## src/rtl/bxr_pkg.sv

```systemverilog
package bxr_pkg;

  // Bit 1: port A driven, bit 0: port B driven.
  typedef enum logic [1:0] {
    MODE_ISOLATE = 2'b00,
    MODE_TO_B    = 2'b01,
    MODE_TO_A    = 2'b10,
    MODE_BOTH    = 2'b11
  } mode_t;

  function automatic mode_t decode_mode(input logic en_ab, input logic en_ba_n);
    return mode_t'({~en_ba_n, en_ab});
  endfunction

  function automatic logic drives_a(input mode_t m);
    return (m == MODE_TO_A) || (m == MODE_BOTH);
  endfunction

  function automatic logic drives_b(input mode_t m);
    return (m == MODE_TO_B) || (m == MODE_BOTH);
  endfunction

endpackage

```

## src/rtl/bxr_store.sv

```systemverilog
module bxr_store #(
  parameter int W = 8
) (
  input  logic         clk,
  input  logic         rst_n,
  input  logic         ld,
  input  logic [W-1:0] d,
  output logic [W-1:0] q
);

  always_ff @(posedge clk) begin
    if (!rst_n) begin
      q <= '0;
    end else if (ld) begin
      q <= d;
    end
  end

endmodule

```

## src/rtl/bxr_path.sv

```systemverilog
module bxr_path #(
  parameter int W      = 8,
  parameter bit INVERT = 1'b0
) (
  input  logic         clk,
  input  logic         rst_n,
  input  logic         sel,
  input  logic         ld,
  input  logic [W-1:0] live,
  input  logic [W-1:0] stored,
  output logic [W-1:0] out,
  output logic         hold
);

  logic         sel_q;
  logic [W-1:0] out_q;
  logic [W-1:0] next_val;

  function automatic logic [W-1:0] pick_src(input logic s,
                                            input logic [W-1:0] lv,
                                            input logic [W-1:0] st);
    return s ? st : lv;
  endfunction

  function automatic logic [W-1:0] polarize(input logic [W-1:0] v);
    return INVERT ? ~v : v;
  endfunction

  // A select change that lands on a load edge freezes the output for that edge.
  assign hold     = ld & (sel ^ sel_q);
  assign next_val = polarize(pick_src(sel, live, stored));

  always_ff @(posedge clk) begin
    if (!rst_n) begin
      sel_q <= 1'b0;
      out_q <= '0;
    end else begin
      sel_q <= sel;
      if (!hold) begin
        out_q <= next_val;
      end
    end
  end

  assign out = out_q;

endmodule

```

## src/rtl/bxr_mode_dec.sv

```systemverilog
module bxr_mode_dec
  import bxr_pkg::*;
(
  input  logic  clk,
  input  logic  rst_n,
  input  logic  en_ab,
  input  logic  en_ba_n,
  output mode_t mode,
  output logic  a_oe,
  output logic  b_oe
);

  assign mode = decode_mode(en_ab, en_ba_n);

  always_ff @(posedge clk) begin
    if (!rst_n) begin
      a_oe <= 1'b0;
      b_oe <= 1'b0;
    end else begin
      a_oe <= drives_a(mode);
      b_oe <= drives_b(mode);
    end
  end

endmodule

```

## src/rtl/bxr_xcvr.sv

```systemverilog
module bxr_xcvr
  import bxr_pkg::*;
#(
  parameter int W      = 8,
  parameter bit INVERT = 1'b0
) (
  input  logic         clk,
  input  logic         rst_n,
  input  logic [W-1:0] a_in,
  input  logic [W-1:0] b_in,
  input  logic         ld_ab,
  input  logic         ld_ba,
  input  logic         sel_ab,
  input  logic         sel_ba,
  input  logic         en_ab,
  input  logic         en_ba_n,
  output logic [W-1:0] a_out,
  output logic         a_oe,
  output logic [W-1:0] b_out,
  output logic         b_oe
);

  // Named internal events, visible to the bound checker.
  logic [W-1:0] store_ab;
  logic [W-1:0] store_ba;
  logic         hold_ab;
  logic         hold_ba;
  mode_t        mode;

  bxr_store #(.W(W)) u_store_ab (
    .clk(clk), .rst_n(rst_n), .ld(ld_ab), .d(a_in), .q(store_ab)
  );

  bxr_store #(.W(W)) u_store_ba (
    .clk(clk), .rst_n(rst_n), .ld(ld_ba), .d(b_in), .q(store_ba)
  );

  bxr_path #(.W(W), .INVERT(INVERT)) u_path_b (
    .clk(clk), .rst_n(rst_n), .sel(sel_ab), .ld(ld_ab),
    .live(a_in), .stored(store_ab), .out(b_out), .hold(hold_ab)
  );

  bxr_path #(.W(W), .INVERT(INVERT)) u_path_a (
    .clk(clk), .rst_n(rst_n), .sel(sel_ba), .ld(ld_ba),
    .live(b_in), .stored(store_ba), .out(a_out), .hold(hold_ba)
  );

  bxr_mode_dec u_mode (
    .clk(clk), .rst_n(rst_n), .en_ab(en_ab), .en_ba_n(en_ba_n),
    .mode(mode), .a_oe(a_oe), .b_oe(b_oe)
  );

endmodule

```

## config.mk

```make
export PLATFORM = sky130hd
export DESIGN_NAME = bxr_xcvr
export DESIGN_NICKNAME = d
export VERILOG_FILES = /design/src/rtl/bxr_pkg.sv /design/src/rtl/bxr_store.sv /design/src/rtl/bxr_path.sv /design/src/rtl/bxr_mode_dec.sv /design/src/rtl/bxr_xcvr.sv
export SDC_FILE = /design/constraint.sdc
export NUM_CORES = 1
export LEC_CHECK = 0
export ABC_AREA = 0
export BUFFER_PORTS_ARGS = -buffer_cell sky130_fd_sc_hd__buf_2
export CELL_PAD_IN_SITES_DETAIL_PLACEMENT = 0
export CELL_PAD_IN_SITES_GLOBAL_PLACEMENT = 2
export CORE_ASPECT_RATIO = 2
export CORE_MARGIN = 8
export CORE_UTILIZATION = 30
export DETAILED_ROUTE_END_ITERATION = 16
export PLACE_DENSITY_LB_ADDON = 0.08
export SLEW_MARGIN = 20
export SYNTH_ARGS = -nofsm -noshare
export SYNTH_HDL_FRONTEND = slang
export SYNTH_HIERARCHICAL = 1
export SYNTH_SLANG_ARGS = --single-unit
```

## constraint.sdc

```tcl
create_clock -name clk -period 0.93 [get_ports clk]
set_input_delay 0.186 -clock clk [delete_from_list [all_inputs] [get_ports clk]]
set_output_delay 0.186 -clock clk [all_outputs]
set_load 0.01 [all_outputs]
```

Yosys cells after proc, flatten, opt, wreduce, memory -nomap -nowiden
Index checks and enable logic that the tools add are counted.
Widths: inputs -> output; s select.
{ "totals": {"reg_bits": 36, "input_bits": 24, "output_inout_bits": 18, "word_cells": 20} }
{ "op_classes": {"n_eq_ne": 3, "muxes": 2, "n_bitwise": 5, "reduce_logical": 2} }
{ "op_table": {"columns": ["operator", "count"], "rows": [
  ["$mux 8", 2],
  ["$eq 2x2->1 const B", 2],
  ["$and 1x1->1", 2],
  ["$eq 2x1->1 const B", 1],
  ["$logic_or 1x1->1", 2],
  ["$xor 1x1->1", 2],
  ["$not 1->1", 1]
]} }

Depth between registers and ports, before layout
{ "depth": {"word_depth": 3, "mapped_depth": 5, "mapped_depth_nobuf": 3} }

Modules after synthesis
The synthesis kept the hierarchy.
{ "by_module_without_submodules": {"columns": ["module", "instances", "cells_per_inst", "area_per_inst_um2", "seq_area_each_um2"], "rows": [
  ["bxr_path", 2, 47, 510.5, 180.2],
  ["bxr_store", 2, 25, 301.5, 160.2],
  ["bxr_mode_dec", 1, 6, 66.3, 40.0]
]} }

Worst setup path before layout
No wires, ideal clock.
{ "synth_timing": {"path_type": "input to register", "startpoint": "input sel_ba", "endpoint": "register u_path_a.out_q[7] (netlist: u_path_a/out[7])", "setup_ns": 0.130, "arrival_time_ns": 0.876, "t_required_ns": 0.800, "path_slack_ns": -0.076, "stages": 5, "path_buffers": 2, "path_cell_list": "buf_6 > xnor2_4 > nand2b_4 > buf_6 > a21oi_4"} }
{ "synth_via": {"elab_chain_cells": 2, "word_cells_on_any_way": 3, "cone_classes": "1 x mux; 2 x bitwise"} }
{ "synth_rtl": {"columns": ["item", "line_no", "source"], "rows": [
  ["from (decl)", "bxr_xcvr.sv:14", "input logic sel_ba,"],
  ["$xor 1x1->1", "bxr_path.sv:30", "assign hold = ld & (sel ^ sel_q);"],
  ["$and 1x1->1", "bxr_path.sv:30", null],
  ["to (signal assigned)", "bxr_path.sv:40", "out_q <= next_val;"],
  ["to (decl)", "bxr_path.sv:16", "logic [W-1:0] out_q;"]
]} }
Parallel ways exist; a longest one is shown, timed or not.
A chain may end at the register's enable or synchronous reset.

Final worst setup path
{ "layout_timing": {"startpoint": "register u_path_b.sel_q", "endpoint": "register u_path_b.out_q[3] (netlist: u_path_b/out[3])"} }
{ "layout_via": {"elab_chain_cells": 2} }
{ "layout_rtl": {"columns": ["item", "line_no", "source"], "rows": [
  ["from (decl)", "bxr_path.sv:15", "logic sel_q;"],
  ["from (signal assigned)", "bxr_path.sv:38", "sel_q <= sel;"],
  ["$xor 1x1->1", "bxr_path.sv:30", null],
  ["$and 1x1->1", "bxr_path.sv:30", null],
  ["to (signal assigned)", "bxr_path.sv:40", null],
  ["to (decl)", "bxr_path.sv:16", null]
]} }
Every way passes these cells.

==> metrics list <==
- Grouping stages by cell kind, the critical path spends the most delay in flip-flops.
- Pin slew with the least headroom to its limit: 268 ps
- Area enclosed by the die boundary: 8360 um^2
* Post-synthesis cell area: 1670 um^2
* Area of the multi-input gates: 887 um^2
* Cts hold-fix bufs: 0
- Initial standard-cell utilization of the core: 0.308
- Total number of nets in the final design: 232
- CTS H-Tree Depth: 2
- Start point of the critical path: u_path_b/sel_q
- The finished layout holds 269 standard cells, fillers aside.
* Worst path slowest cell: sky130_fd_sc_hd__dfxtp_2
- DRC viols: 0
- Measured along the x axis, the die boundary spans 68.8 um.
- Yosys printed 6 warnings.
- The worst setup path is of the reg -> reg kind.
- The detailed router finished its first iteration with 20 violations.
- In this run the number of cells on the critical path is 4.
* Placed Instances: 261
* Highest net fanout along the worst path: 5
- Req. time, crit path: 1100 ps
* Headroom to the max-slew limit: 0.817
* Worst Reg2Reg Path Length in Cells: 4
- After floorplanning, the core was divided into 38 placement rows.
- The tool flagged a number of max-cap violations equal to 0.
* Vias: 1238
* Arrival time at the worst endpoint: 1170 ps
- Placed cell area: 2070 um^2
- TritonCTS clock tree: built
- Number of nets produced by synthesis: 170
- Maximum count of clock buffers along a single path: 2
- Count of input and output buffers: 41
- Post-route standard cell area excluding fillers: 2290 um^2
- Final clock skew: 3.00 ps
* Diode insertion count for antenna repair: 0
- Entering global routing, the biggest net connects 16 pins.
- Summed over all layers, the routed wires come to 3.98 mm.
- The number of clock buffers added by TritonCTS is 5.
- Minimum clock period: 995 ps
- Share of the clock period used by the worst path after layout: 1.07
* Start of the worst register-to-register path: u_path_b/sel_q
- Fillcell total: 567
- Final hold violation count: 0
- Clock transition at path regs: 70 ps
- The critical path ends at u_path_b/out[3].
- The first global-routing pass estimated 6.47 mm of wire.
- Worst Slack Setup Final: -65.3 ps
- The clock reaches the later pin of the worst-skew pair after 280 ps.
- From synthesis to final layout, the design area changed by 37.1%.
- FF-to-FF setup slack: -70 ps
- Critical Path Sink Type: flip-flop
- Final ANT Viol Nets: 0
- Detailed placer's ending HPWL: 3.08 mm
* Maximum clock frequency: 1000 MHz
- Critical path, cell by cell: xnor2_4 > buf_4 > o21ai_0 > a21oi_2
* Antenna violations before repair: 0
* First-pass iteration count of the detailed router: 4
- Post-place setup slack: -111 ps
- Launching element type of the critical path: flip-flop
* Number of cells on the worst hold path: 2
- Peak ir drop on the vdd network: 0.000889 V
- Number of global-route vias before repair: 1315
- In this run the power density over the cells is 1600 nW/um^2.
- Wire per inst: 14.8 um
- The checks that failed: negative setup slack.
* Terminus of the critical flop-to-flop path: u_path_b/out[3]
- For this run, the share of the core covered by cells in the final layout is 0.423.
- The flow ran to the end, but the final reports show violations.
- The path class of the tightest hold or removal check is in -> reg.
* Unrepaired setup endpoints after global routing: yes
* Die height: 122 um
- In this run the count of I/O pins placed on the die edge is 42.
* Number of sinks on the clock net: 36
- Synthesis produced 146 cells.
- P_leak: 1.03 nW
- Buf/Inv on CP: 1
- Root cell of the clock tree: sky130_fd_sc_hd__clkbuf_8
- Mean post-synth cell area: 11.4 um^2
- At the end of routability-driven placement, the weighted congestion stood at 0.721.
* Endpoints failing setup: 16
* All-layer global routing usage: 0.103
* Final count of pins violating max slew: 0
- Fraction of layout instances using a drive strength above 1: 0.531
* CORE AREA: 5420 um^2
* Total gr overflow: 0
- Average via count per standard cell: 4.60
- Buffers added to address setup during post-CTS repair amount to 0.
- Max stage delay on crit path: 350 ps
- Across the whole layout, storage elements account for 743 um^2.
metal layers:
metal	track usage	wire length, um
met1	0.100	1410
met2	0.187	2280
met3	0.0276	216
met4	0.0493	79
met5	0	0
flip-flops by register name, summed over array words and instances (netlist names):
signal and flops:
u_mode/b_oe 1, u_store_ab/q 8, u_path_a/sel_q 1, u_mode/a_oe 1, u_store_ba/q 8, u_path_b/sel_q 1, u_path_a/out 8, u_path_b/out 8
power breakdown:
part           leakage (nW)  internal (mW)  switching (mW)  total (mW)
registers             0.304           1.67          0.0698        1.74
logic                 0.679          0.433           0.333       0.766
clock network        0.0510          0.591           0.570        1.16
total                  1.03           2.69           0.973        3.66
placed cells by master, fill, tap and decap left out, types with 2 or more instances in the layout:
cell	n
sky130_fd_sc_hd__a21oi_2	14
sky130_fd_sc_hd__o21ai_1	11
sky130_fd_sc_hd__buf_4	17
sky130_fd_sc_hd__a21oi_4	2
sky130_fd_sc_hd__or2b_1	12
sky130_fd_sc_hd__dfxtp_2	18
sky130_fd_sc_hd__and2_2	2
sky130_fd_sc_hd__clkbuf_8	6
sky130_fd_sc_hd__buf_6	16
sky130_fd_sc_hd__nand2b_4	2
sky130_fd_sc_hd__xnor2_4	2
sky130_fd_sc_hd__nor2b_1	16
sky130_fd_sc_hd__o21ai_0	4
sky130_fd_sc_hd__buf_2	25
sky130_fd_sc_hd__mux2i_1	32
sky130_fd_sc_hd__dfxtp_1	18
sky130_fd_sc_hd__buf_12	3
sky130_fd_sc_hd__nand2b_1	4
sky130_fd_sc_hd__clkinv_2	2
stage by stage:
| stage | hold WS (ps) | setup TNS (ps) | total power, mW |
|---|---|---|---|
| floorplan | 252 | -948 | 2.16 |
| global placement | 348 | -1400 | 2.43 |
| detailed placement | 350 | -1650 | 2.45 |
| CTS | 35.9 | -931 | 3.71 |
| global route | 35.7 | -1560 | 3.86 |
| finish | 49.0 | -672 | 3.66 |
worst min-delay path by stage:
stage                        from           to
final                     en_ba_n  u_mode/a_oe
after global routing      en_ba_n  u_mode/a_oe
after CTS                 en_ba_n  u_mode/a_oe
after detailed placement  en_ba_n  u_mode/a_oe
after global placement    en_ba_n  u_mode/a_oe
after floorplan           en_ba_n  u_mode/a_oe
final cells by class:
| class | count | area share |
|---|---|---|
| Tap cell | 60 | 0.0328 |
| Multi-Input combinational cell | 104 | 0.387 |
| Clock buffer | 6 | 0.0360 |
| Sequential cell | 36 | 0.324 |
| Clock inverter | 2 | 0.00437 |
| Timing Repair Buffer | 61 | 0.215 |
timing repair:
| action | 4_1_cts | 5_1_grt |
|---|---|---|
| resized for setup | 38 | 7 |
| endpoints found under the setup margin | 31 | 34 |
| cloned | 0 | 0 |
| pin swaps | 2 | 0 |
No activity file was read; power rests on OpenSTA's default activity.
